File: src/rtl/hb_pkg.sv
package hb_pkg;

    localparam int NLEG = 2;

    typedef struct packed {
        logic hs;
        logic ls;
    } leg_cmd_t;

    typedef enum logic [1:0] {
        LEG_OFF  = 2'b00,
        LEG_HIGH = 2'b10,
        LEG_LOW  = 2'b01
    } leg_side_e;

    // Target side for one leg from its level, the bridge-off state and the
    // reported negative output level.
    function automatic leg_cmd_t leg_target(input logic lvl,
                                            input logic off,
                                            input logic neg);
        leg_cmd_t c;
        if (off) begin
            c.hs = 1'b0;
            c.ls = neg;
        end else begin
            c.hs = lvl;
            c.ls = ~lvl;
        end
        return c;
    endfunction

endpackage

File: src/rtl/hb_sync.sv
module hb_sync #(
    parameter int W      = 1,
    parameter int STAGES = 2
) (
    input  logic         clk,
    input  logic         rst,
    input  logic [W-1:0] d,
    output logic [W-1:0] q
);
    logic [W-1:0] chain [STAGES];

    always_ff @(posedge clk) begin
        if (rst) begin
            for (int i = 0; i < STAGES; i++) chain[i] <= '0;
        end else begin
            chain[0] <= d;
            for (int i = 1; i < STAGES; i++) chain[i] <= chain[i-1];
        end
    end

    assign q = chain[STAGES-1];
endmodule

File: src/rtl/hb_fault_latch.sv
module hb_fault_latch #(
    parameter int RESTART_CYC = 250000
) (
    input  logic clk,
    input  logic rst,
    input  logic trip,
    input  logic kill_s,
    input  logic run_s,
    output logic latched,
    output logic recovering
);
    localparam int CW = $clog2(RESTART_CYC + 1);

    logic          kill_q, run_q;
    logic          clr_evt;
    logic [CW-1:0] cnt;

    assign clr_evt = (kill_q & ~kill_s) | (run_s & ~run_q);

    always_ff @(posedge clk) begin
        if (rst) begin
            kill_q  <= 1'b0;
            run_q   <= 1'b0;
            latched <= 1'b0;
            cnt     <= '0;
        end else begin
            kill_q <= kill_s;
            run_q  <= run_s;
            if (trip)
                latched <= 1'b1;
            else if (clr_evt)
                latched <= 1'b0;
            if (latched && clr_evt && !trip)
                cnt <= CW'(RESTART_CYC);
            else if (cnt != '0)
                cnt <= cnt - 1'b1;
        end
    end

    assign recovering = (cnt != '0);

    a_r4_capture: assert property (@(posedge clk) disable iff (rst)
        trip |=> latched);
    a_r5_sticky: assert property (@(posedge clk) disable iff (rst)
        (latched && !clr_evt) |=> latched);
    a_r6_window_opens: assert property (@(posedge clk) disable iff (rst)
        (latched && clr_evt && !trip) |=> recovering);
endmodule

File: src/rtl/hb_leg.sv
module hb_leg
    import hb_pkg::*;
(
    input  logic clk,
    input  logic rst,
    input  logic lvl,
    input  logic off,
    input  logic neg,
    output logic hs,
    output logic ls
);
    leg_cmd_t want;

    always_comb want = leg_target(lvl, off, neg);

    // A switch may close only once the opposite switch is open.
    always_ff @(posedge clk) begin
        if (rst) begin
            hs <= 1'b0;
            ls <= 1'b0;
        end else begin
            hs <= want.hs & ~ls;
            ls <= want.ls & ~hs;
        end
    end

    a_r9_no_shoot: assert property (@(posedge clk) disable iff (rst)
        !(hs && ls));
    a_r9_gap_ls: assert property (@(posedge clk) disable iff (rst)
        $rose(ls) |-> !$past(hs));
    a_r9_gap_hs: assert property (@(posedge clk) disable iff (rst)
        $rose(hs) |-> !$past(ls));
endmodule

File: src/rtl/hbridge_ctrl.sv
module hbridge_ctrl
    import hb_pkg::*;
#(
    parameter int RESTART_CYC = 250000,
    parameter int SYNC_STAGES = 2
) (
    input  logic       clk,
    input  logic       rst,
    input  logic       dir_a,
    input  logic       dir_b,
    input  logic       run_en,
    input  logic       kill,
    input  logic       oc_evt,
    input  logic       ot_evt,
    input  logic       uv_lvl,
    input  logic       neg_a,
    input  logic       neg_b,
    output logic [1:0] hs_on,
    output logic [1:0] ls_on,
    output logic       flag_n
);
    localparam int SW = 2 * NLEG + 5;

    logic [SW-1:0]   raw, syn;
    logic [NLEG-1:0] lvl_s, neg_s;
    logic            run_s, kill_s, oc_s, ot_s, uv_s;
    logic            latched, recovering, off;

    assign raw = {neg_b, neg_a, uv_lvl, ot_evt, oc_evt, kill, run_en, dir_b, dir_a};

    hb_sync #(.W(SW), .STAGES(SYNC_STAGES)) u_sync (
        .clk(clk), .rst(rst), .d(raw), .q(syn)
    );

    assign lvl_s  = syn[1:0];
    assign run_s  = syn[2];
    assign kill_s = syn[3];
    assign oc_s   = syn[4];
    assign ot_s   = syn[5];
    assign uv_s   = syn[6];
    assign neg_s  = syn[8:7];

    hb_fault_latch #(.RESTART_CYC(RESTART_CYC)) u_fault (
        .clk(clk), .rst(rst), .trip(oc_s | ot_s),
        .kill_s(kill_s), .run_s(run_s),
        .latched(latched), .recovering(recovering)
    );

    assign off = ~run_s | kill_s | uv_s | latched | recovering;

    for (genvar g = 0; g < NLEG; g++) begin : g_leg
        hb_leg u_leg (
            .clk(clk), .rst(rst), .lvl(lvl_s[g]), .off(off), .neg(neg_s[g]),
            .hs(hs_on[g]), .ls(ls_on[g])
        );
    end

    always_ff @(posedge clk) begin
        if (rst) flag_n <= 1'b0;
        else     flag_n <= ~off;
    end

    a_r3_off_flag: assert property (@(posedge clk) disable iff (rst)
        off |=> (!flag_n && hs_on == '0));
    a_r4_latched_off: assert property (@(posedge clk) disable iff (rst)
        latched |=> !flag_n);
    a_r6_hold: assert property (@(posedge clk) disable iff (rst)
        recovering |=> (hs_on == '0));
    a_r10_reset: assert property (@(posedge clk)
        rst |=> (hs_on == '0 && ls_on == '0 && !flag_n));
endmodule

File: config.mk
export PLATFORM = sky130hd
export DESIGN_NAME = hbridge_ctrl
export DESIGN_NICKNAME = d
export VERILOG_FILES = /design/src/rtl/hb_pkg.sv /design/src/rtl/hb_sync.sv /design/src/rtl/hb_fault_latch.sv /design/src/rtl/hb_leg.sv /design/src/rtl/hbridge_ctrl.sv
export SDC_FILE = /design/constraint.sdc
export NUM_CORES = 1
export LEC_CHECK = 0
export BUFFER_PORTS_ARGS = -buffer_cell sky130_fd_sc_hd__buf_2
export CORE_ASPECT_RATIO = 1.75
export CORE_MARGIN = 5
export CORE_UTILIZATION = 45
export DETAILED_ROUTE_END_ITERATION = 6
export SLEW_MARGIN = 10
export SYNTH_ARGS = -nofsm -noshare
export SYNTH_HDL_FRONTEND = slang
export SYNTH_SLANG_ARGS = --single-unit
export TNS_END_PERCENT = 30
File: constraint.sdc
create_clock -name clk -period 2.4 [get_ports clk]
set_input_delay 0.12 -clock clk [delete_from_list [all_inputs] [get_ports clk]]
set_output_delay 0.12 -clock clk [all_outputs]
set_load 0.01 [all_outputs]
Word-level counts from Yosys, hierarchy flattened
Memory sizes are Yosys's and may differ from the RTL's.
Index checks and enable logic that the tools add are counted.
- latch bits: 0
- memories: 1
- logic and storage cells: 54
- bits in writable memories: 18
- bits of input ports: 11
- register bits: 26
- memory bits (read-only): 0
- $add $sub $neg: 1
- multiply operators: 0
- bitwise logic cells: 24
- divide/modulo/power cells: 0
- shift operators: 0
- multiplexer cells: 11
- equal/unequal tests: 0
- reduce and logical (&&, ||, !) cells: 7
- $lt $le $gt $ge: 0
- memory list (memory ; depth ; width ; rd ports ; clocked after memory_dff ; write ports ; line ; RTL):
    u_sync.chain ; 2 ; 9 ; 2 ; 0 ; 2 ; hb_sync.sv:10 ; logic [W-1:0] chain [STAGES];
- operator list (kind ; number):
    two-way mux 18 bit ; 2
    two-way mux 9 bit ; 2
    nonzero test 18 bit ; 1
    subtractor 18 x 1 -> 18 bit, second input constant ; 1
    NOT 1 bit ; 10
    bitwise OR 1 bit ; 8
    bitwise AND 1 bit ; 6
    two-way mux 1 bit ; 5
    two-way mux 2 bit ; 2
    nonzero test 2 bit ; 2
    logical AND 1 bit ; 2
    OR reduction 2 bit ; 1
    logical NOT 1 bit ; 1

Depth between registers and ports, before layout
Gate-level depths: netlist (run 1).
- depth in word-level cells: 7
- gate-level depth with buffers: 7
- depth with buffers taken out: 6

Modules after synthesis
A second synthesis (run 1) with hierarchy kept.
- cell total of the unflattened synthesis: 184
- area total of the unflattened synthesis: 1813.0 um2
- modules (own cells, without submodules) (module ; times used ; area each (um2) ; cells each):
    hb_fault_latch ; 1 ; 1062.3 ; 121
    hb_sync ; 1 ; 556.8 ; 46
    hb_leg ; 2 ; 71.3 ; 6
    hbridge_ctrl ; 1 ; 51.3 ; 5

Least setup slack after synthesis (run 1)
No wires, ideal clock.
- path kind: reg-to-reg
- start: reg u_fault.cnt[0]
- end: reg u_fault.cnt[14]
- setup slack: 0.542 ns
- buffers on the path: 1
- data arrival time: 1.784 ns
- stages on the path, launching flop included: 8
- clock period less this slack: 1.858 ns
- path through: dfxtp_1 -> inv_1 -> ha_1 -> nor3b_2 -> and4_1 -> clkbuf_1 -> or4_1 -> a31oi_1
- longest elaborated chain between the ends: 3
- elaborated cells on any way between the ends: 5
- those cells by class: add/sub: 1; mux: 2; reduce/logical: 2
- ends and longest elaborated chain (what ; line ; RTL):
    start: declaration ; hb_fault_latch.sv:16 ; logic [CW-1:0] cnt;
    start signal: assignment ; hb_fault_latch.sv:34 ; cnt <= CW'(RESTART_CYC);
    start signal: assignment ; hb_fault_latch.sv:36 ; cnt <= cnt - 1'b1;
    subtractor 18 x 1 -> 18 bit ; hb_fault_latch.sv:36 ;
    two-way mux 18 bit ; hb_fault_latch.sv:35 ; else if (cnt != '0)
    two-way mux 18 bit ; hb_fault_latch.sv:33 ; if (latched && clr_evt && !trip)
Several ways; a longest one is shown, not always the timed one. The select of a mux whose other input is x is not followed.
A chain may end at the register's enable or synchronous reset.

Worst setup path after layout (run 1)
- start: reg u_fault.cnt[0]
- end: reg g_leg[0].u_leg.ls
- longest elaborated chain between the ends: 4
- ends and longest elaborated chain (what ; line ; RTL):
    nonzero test 18 bit ; hb_fault_latch.sv:40 ; assign recovering = (cnt != '0);
    bitwise OR 1 bit ; hbridge_ctrl.sv:49 ; assign off = ~run_s | kill_s | uv_s | latched | recovering;
    two-way mux 2 bit ; hb_pkg.sv:22 ; if (off) begin
    bitwise AND 1 bit ; hb_leg.sv:23 ; ls <= want.ls & ~hs;
    end signal: assignment ; hb_leg.sv:23 ;
    end: declaration ; hb_leg.sv:10 ; output logic ls
No other way between the ends.

==> metrics.csv, run 1 <==
stage,metric,value,unit
timing,slew at the pin with the worst max-slew slack,0.582,ns
yosys,"FF+latch count, synth",44,
yosys,number of flops mapped to enable cells by yosys,0,
yosys,Post-Synthesis Cells,184,
timing,post-layout minimum cycle time,2.00,ns
cts,Post-CTS Repair Setup Buffers,0,
cts,Root Buffer Master,clkbuf_8,
cts,cts repair resizes,0,
critical_path,"Data arrival, critical path",2.22,ns
cts,CTS Hold Bufs,0,
pwr,Static Leakage,0.774,nW
run,MaxCap Viol Count,0,
floorplan,Initial Utilization,0.471,
pwr,total chip power,0.00255,W
placement,IO Port Bufs,15,
yosys,Adder-Cell Fraction of Synth Area,0.0136,
critical_path,WP data required,2.61,ns
timing,achievable clock frequency,499,MHz
placement,placed standard-cell area,1910,um2
grt,initial antenna violation count,0,
cells_and_area,ANT cells,0,
detailed_routing,drt first pass iters,4,
timing,max_slew headroom,0.612,
placement,post-detail-place hpwl,2510,um
cts,CTS tree,yes,
timing,Final Max Slew Viols,0,
floorplan,die width,58.3,um
floorplan,area of the core,3900,um2
detailed_routing,1st-iter DRT viols,50,
yosys,Ys Warns,0,
yosys,Netlist Area Pre-Place,1840,um2
floorplan,Ports,16,
detailed_routing,ANT nets after route,0,
yosys,Synth Area in Compound Gates,0.149,
critical_path,Crit Path Class,reg -> reg,
yosys,ys flop type,dfxtp_1,
cts,H-Tree Depth,2,
timing,Final Hold Viols,0,
yosys,"count leader, synth",dfxtp_1,
critical_path,"Buf+Inv Stages, Crit Path",1,
critical_path,crit path capture type,register,
hold_path,worst hold-check path type,in -> reg,
yosys,Synth top cells by count,"44 x dfxtp_1, 23 x nor2b_1, 10 x a21oi_1",
cells_and_area,fin area,2040,um2
cells_and_area,final net count,209,
yosys,asr flop ratio synth,0,
run_status,outcome,"complete, no violations",
detailed_routing,residual DRC count,0,
timing,worst setup margin,0.396,ns
cts,TritonCTS buffer count,5,
yosys,syn nets,197,
grt,vias in the first global route,1360,
pwr,Pwr Density,1250,nW/um2
critical_path,CP max-delay cell,or3_1,
critical_path,CP top delay family,simple AND/OR/NAND/NOR gates,
critical_path,CP startpoint kind,register,
grt,first-pass GRT wire length,5910,um
detailed_routing,drt total wl,3450,um
critical_path,crit-path max cell delay,0.44,ns
cts,Sink Count,44,
timing,Final Setup Violations,0,
timing,clk_skew,0.00488,ns
yosys,share of the synthesized area in the top cell type,0.479,
yosys,area share of and/or/nand/nor cells after synthesis,0.296,
detailed_routing,post-DR vias/cell,5.62,
grt,Total Routing Usage GR,0.138,
timing,RSZ-0062 raised after global routing,false,
critical_path,crit-path cells,"inv_1, ha_1, nor3b_2, nand4_2, or3_1, a211oi_1",
yosys,sequential share of the synthesized area,0.479,
detailed_routing,WL per Instance,14.1,um
placement,pre-CTS setup slack,0.436,ns
placement,Placer Congestion,0.921,
floorplan,FP Rows,30,
cells_and_area,layout cell share with drive strength beyond 1,0.183,
cts,clock transition at the registers of the reported paths,0.08,ns
yosys,xor-xnor portion of the synthesized cell area,0,
cells_and_area,Final Core Density,0.521,
yosys,largest family of logic cells by synthesized area,simple AND/OR/NAND/NOR gates,
timing,Fin Setup TNS,0,ns
detailed_routing,via count,1376,
pwr,peak supply drop,0.683,mV
yosys,Synth area leaders,"dfxtp_1 48%, nor2b_1 7.8%, or4_1 3.3%",
cts,clock insertion delay at the later pin of the skew report,0.29,ns
timing,"Period Utilization, post-route",0.835,
cts,CTS Buffer Depth,2,
cells_and_area,P&R area growth vs syn,10.6,%
critical_path,Crit Path Max Fanout,11,
grt,total gr overflow,0,
yosys,synth unique cells,50,
yosys,mux cell area share after synthesis,0.0109,
yosys,Syn Area/Cell,10.0,um2
yosys,dominant cell type by area after synthesis,dfxtp_1,
floorplan,Die H,94.6,um
floorplan,die area,5520,um2
grt,largest net degree at the start of global routing,35,
[cell type report]
cell class	count	area [um2]
inverter	5	18.8
sequential	44	881
multi-input combinational	123	865
clock buffer	6	82.6
clock inverter	2	38.8
tap	48	60.1
fill	384	1870
timing repair buffer	17	90.1
[cells in the final DEF (no fill, tap or decap), types with 2 or more instances in the layout]
master and count:
inv_1 5, nor3_1 5, nand2_1 3, nor2b_1 23, o31ai_1 6, o21ai_1 4
o21ai_0 3, buf_2 15, o41ai_1 2, nand3_1 2, and3b_1 2, nand4_1 3
buf_4 2, a21oi_1 10, mux2i_1 2, nand2b_1 2, o211ai_1 2, dfxtp_1 44
clkbuf_8 6, nor4_4 2, or3b_1 2, ha_1 2, a31oi_1 6, nor2_1 5
or3_1 4, or4_1 8, and4_1 2, a211oi_1 2
[worst paths after layout]
kind	startpoint	end	slack, ns	cells past startpoint
setup reg to reg	u_fault.cnt[0]$_SDFFE_PP0P_	g_leg[0].u_leg.ls$_SDFF_PP0_	0.40	6
hold / removal	uv_lvl	u_sync.chain[0][6]$_SDFF_PP0_	0.03	2
hold reg to reg	g_leg[0].u_leg.hs$_SDFF_PP0_	g_leg[0].u_leg.ls$_SDFF_PP0_	0.42	1
setup / recovery	u_fault.cnt[0]$_SDFFE_PP0P_	g_leg[0].u_leg.ls$_SDFF_PP0_	0.40	6
[cell families (layout without fill, tap and decap cells)]
| kind of cell | Yosys count | after routing |
|---|---|---|
| fa+ha+maj | 2 | 2 |
| flops | 44 | 44 |
| compound gates | 41 | 41 |
| simple gates | 78 | 78 |
| mux | 2 | 2 |
| buf+inv | 17 | 30 |
[registers in the layout, summed over array words and instances, names as in the netlist]
| name | flops |
|---|---|
| u_sync.chain | 18 |
| u_fault.run_q | 1 |
| g_leg.u_leg.hs | 2 |
| flag_n | 1 |
| u_fault.latched | 1 |
| u_fault.kill_q | 1 |
| u_fault.cnt | 18 |
| g_leg.u_leg.ls | 2 |
[per-layer routing]
metal	vias up	share of wire	GRT usage
met5	-	0	0
met4	0	0.025	0.0658
met3	8	0.039	0.0315
met2	30	0.52	0.251
met1	646	0.42	0.145
li1	692	-	-
[report_power, final]
part | internal (W) | switching, W | leakage [nW]
combinational | 0.000391 | 0.000562 | 0.351
clock | 0.000340 | 0.000248 | 0.0614
sequential | 0.000853 | 0.000154 | 0.362
total | 0.00158 | 0.000964 | 0.774
[per-stage QoR]
| stage | instances | hold slack, ns |
|---|---|---|
| floorplan | 184 | 0.199 |
| global placement | 237 | 0.334 |
| detailed placement | 237 | 0.336 |
| CTS | 245 | 0.0258 |
| global route | 245 | 0.0448 |
| finish | 245 | 0.0324 |
(Power assumes the default switching activity.)
==> run 2: changes to the inputs <==
PLACE_DENSITY = 0.65   (was unset)
clock period = 1.68 ns   (was 2.4 ns; I/O delays follow)
==> metrics.csv, run 2 (same netlist as run 1, synthesis figures left out) <==
stage,metric,value,unit,change
run_status,outcome,"finished, violations left",,
run_status,failing checks,setup timing,,
cells_and_area,Final Core Density,0.642,,+0.120
pwr,Pwr Density,1950,nW/um2,+56%
cells_and_area,ANT cells,0,,unchanged
floorplan,FP Rows,30,,unchanged
detailed_routing,drt total wl,4320,um,+25%
cells_and_area,fin area,2500,um2,+23%
detailed_routing,WL per Instance,15.4,um,+9.2%
detailed_routing,wl on met1,1620,um,+12%
grt,initial antenna violation count,0,,unchanged
timing,worst setup margin,-0.160,ns,-0.556 ns
grt,total gr overflow,0,,unchanged
critical_path,CP top delay family,simple AND/OR/NAND/NOR gates,,
critical_path,crit path capture type,register,,
pwr,Seq pwr share,0.296,,-0.099
floorplan,Initial Utilization,0.471,,unchanged
detailed_routing,via count,1552,,+13%
run,MaxCap Viol Count,0,,unchanged
critical_path,CP startpoint kind,register,,
critical_path,crit-path max cell delay,0.41,ns,-0.03 ns
detailed_routing,residual DRC count,0,,unchanged
critical_path,crit-path cells,"inv_4, ha_4, or3b_4, or4_4, or3_1, a21oi_2",,
timing,achievable clock frequency,543,MHz,+8.9%
hold_path,worst hold-check path type,in -> reg,,
detailed_routing,post-DR vias/cell,5.52,,-1.7%
cells_and_area,biggest regs,"u_fault.cnt: 18 flops, u_sync.chain: 18 flops",,
critical_path,Crit Path Class,reg -> reg,,
floorplan,die width,58.3,um,unchanged
placement,IO Port Bufs,15,,unchanged
placement,Placer Congestion,0.858,,-6.9%
timing,Final Max Slew Viols,0,,unchanged
critical_path,CP max-delay cell,or4_4,,
timing,post-layout minimum cycle time,1.84,ns,-0.164 ns
timing,slew at the pin with the worst max-slew slack,0.438,ns,-0.144 ns
timing,max_slew headroom,0.708,,+0.0960
timing,"Period Utilization, post-route",1.10,,+0.260
grt,vias in the first global route,1596,,+17%
pwr,peak supply drop,1.37,mV,+100%
cts,CTS Buffer Depth,2,,unchanged
timing,clk_skew,0.00519,ns,+0.000304 ns
timing,Hold WS,0.0000877,ns,-0.0323 ns
cts,CTS tree,yes,,
cells_and_area,P&R area growth vs syn,36.1,%,
critical_path,"Buf+Inv Stages, Crit Path",1,,unchanged
critical_path,"Data arrival, critical path",2.07,ns,-0.15 ns
detailed_routing,ANT nets after route,0,,unchanged
detailed_routing,Top Layer Used,met4,,
critical_path,Crit Path Max Fanout,2,,-9
placement,pre-CTS setup slack,-0.246,ns,-0.682 ns
timing,Final Setup Violations,9,,+9
timing,Final Hold Viols,0,,unchanged
cts,Sink Count,44,,unchanged
detailed_routing,met2 wire len,2460,um,+38%
detailed_routing,met3 wire len,103,um,-24%
cts,clock transition at the registers of the reported paths,0.09,ns,about the same
cells_and_area,"commonest non-fill, non-tap cell in the layout",dfxtp_1,,
cells_and_area,layout cell share with drive strength beyond 1,0.386,,+0.204
cts,H-Tree Depth,2,,unchanged
cts,clock insertion delay at the later pin of the skew report,0.30,ns,about the same
floorplan,die area,5520,um2,unchanged
floorplan,Ports,16,,unchanged
cts,Root Buffer Master,clkbuf_8,,
pwr,Static Leakage,0.983,nW,+27%
placement,placed standard-cell area,2130,um2,+11%
grt,Total Routing Usage GR,0.167,,+0.0292
placement,post-detail-place hpwl,3050,um,+21%
cells_and_area,most frequent cells in the layout,"41 x dfxtp_1, 28 x buf_4, 23 x nor2b_1, 15 x buf_2, 9 x a21oi_1",,
floorplan,area of the core,3900,um2,unchanged
detailed_routing,1st-iter DRT viols,36,,-28%
pwr,Logic pwr share,0.532,,+0.158
pwr,Pint,0.00303,W,+91%
pwr,switching power,0.00185,W,+92%
floorplan,Die H,94.6,um,unchanged
detailed_routing,drt first pass iters,4,,unchanged
grt,largest net degree at the start of global routing,24,,-31%
cts,TritonCTS buffer count,5,,unchanged
pwr,Net Sw Frac,0.380,,+0.00146
grt,first-pass GRT wire length,7070,um,+20%
cells_and_area,final net count,245,,+17%
timing,RSZ-0062 raised after global routing,true,,
pwr,clock power share,0.172,,-0.059
critical_path,WP data required,1.91,ns,-0.70 ns
==> run 2: final cells by class <==
class | count | area (um2)
Clock buffer | 5 | 68.8
Inverter | 5 | 23.8
Clock inverter | 3 | 50.0
Sequential cell | 44 | 885
Timing Repair Buffer | 53 | 390
Fill cell | 341 | 1400
Tap cell | 48 | 60.1
Multi-Input combinational cell | 123 | 1030
==> run 2: repair_timing <==
| action | CTS | global route |
|---|---|---|
| setup buffers | 3 | 2 |
| hold endpoints to repair | 6 | 0 |
| resized for setup | 14 | 22 |
| pin swaps | 8 | 8 |
| endpoints found under the setup margin | 18 | 20 |
| hold buffers | 6 | 0 |
==> run 2: routing by layer <==
metal / GRT usage / vias to the layer above
met4: 0.0948 / 0
li1: - / 774
met3: 0.0246 / 11
met2: 0.325 / 25
met5: 0 / -
met1: 0.159 / 742
==> run 2: power groups by stage <==
stage | registers (W) | logic, W | clock network [W]
after floorplan | 0.00142 | 0.00121 | 0
after global placement | 0.00141 | 0.00189 | 0
after detailed placement | 0.00143 | 0.00198 | 0
after CTS | 0.00142 | 0.00220 | 0.000852
after global routing | 0.00146 | 0.00280 | 0.000907
final | 0.00145 | 0.00260 | 0.000840
==> run 2: path summary, 6_finish.rpt <==
path / startpoint / to / cells after the start / slack, ns
setup / recovery: u_fault.cnt[1]$_SDFFE_PP0P_ / u_fault.cnt[8]$_SDFFE_PP0P_ / 6 / -0.16
setup reg to reg: u_fault.cnt[1]$_SDFFE_PP0P_ / u_fault.cnt[8]$_SDFFE_PP0P_ / 6 / -0.16
hold reg to reg: g_leg[1].u_leg.hs$_SDFF_PP0_ / g_leg[1].u_leg.ls$_SDFF_PP0_ / 1 / 0.43
hold / removal: dir_b / u_sync.chain[0][1]$_SDFF_PP0_ / 2 / 0.00009
==> run 2: stage by stage <==
step / std cells / power (W) / TNS [ns]
2_1_floorplan: 184 / 0.00263 / -0.264
3_3_place_gp: 262 / 0.00330 / -0.555
3_5_place_dp: 262 / 0.00340 / -1.58
4_1_cts: 279 / 0.00447 / -0.682
5_1_grt: 281 / 0.00517 / -1.42
6_report: 281 / 0.00488 / -0.403
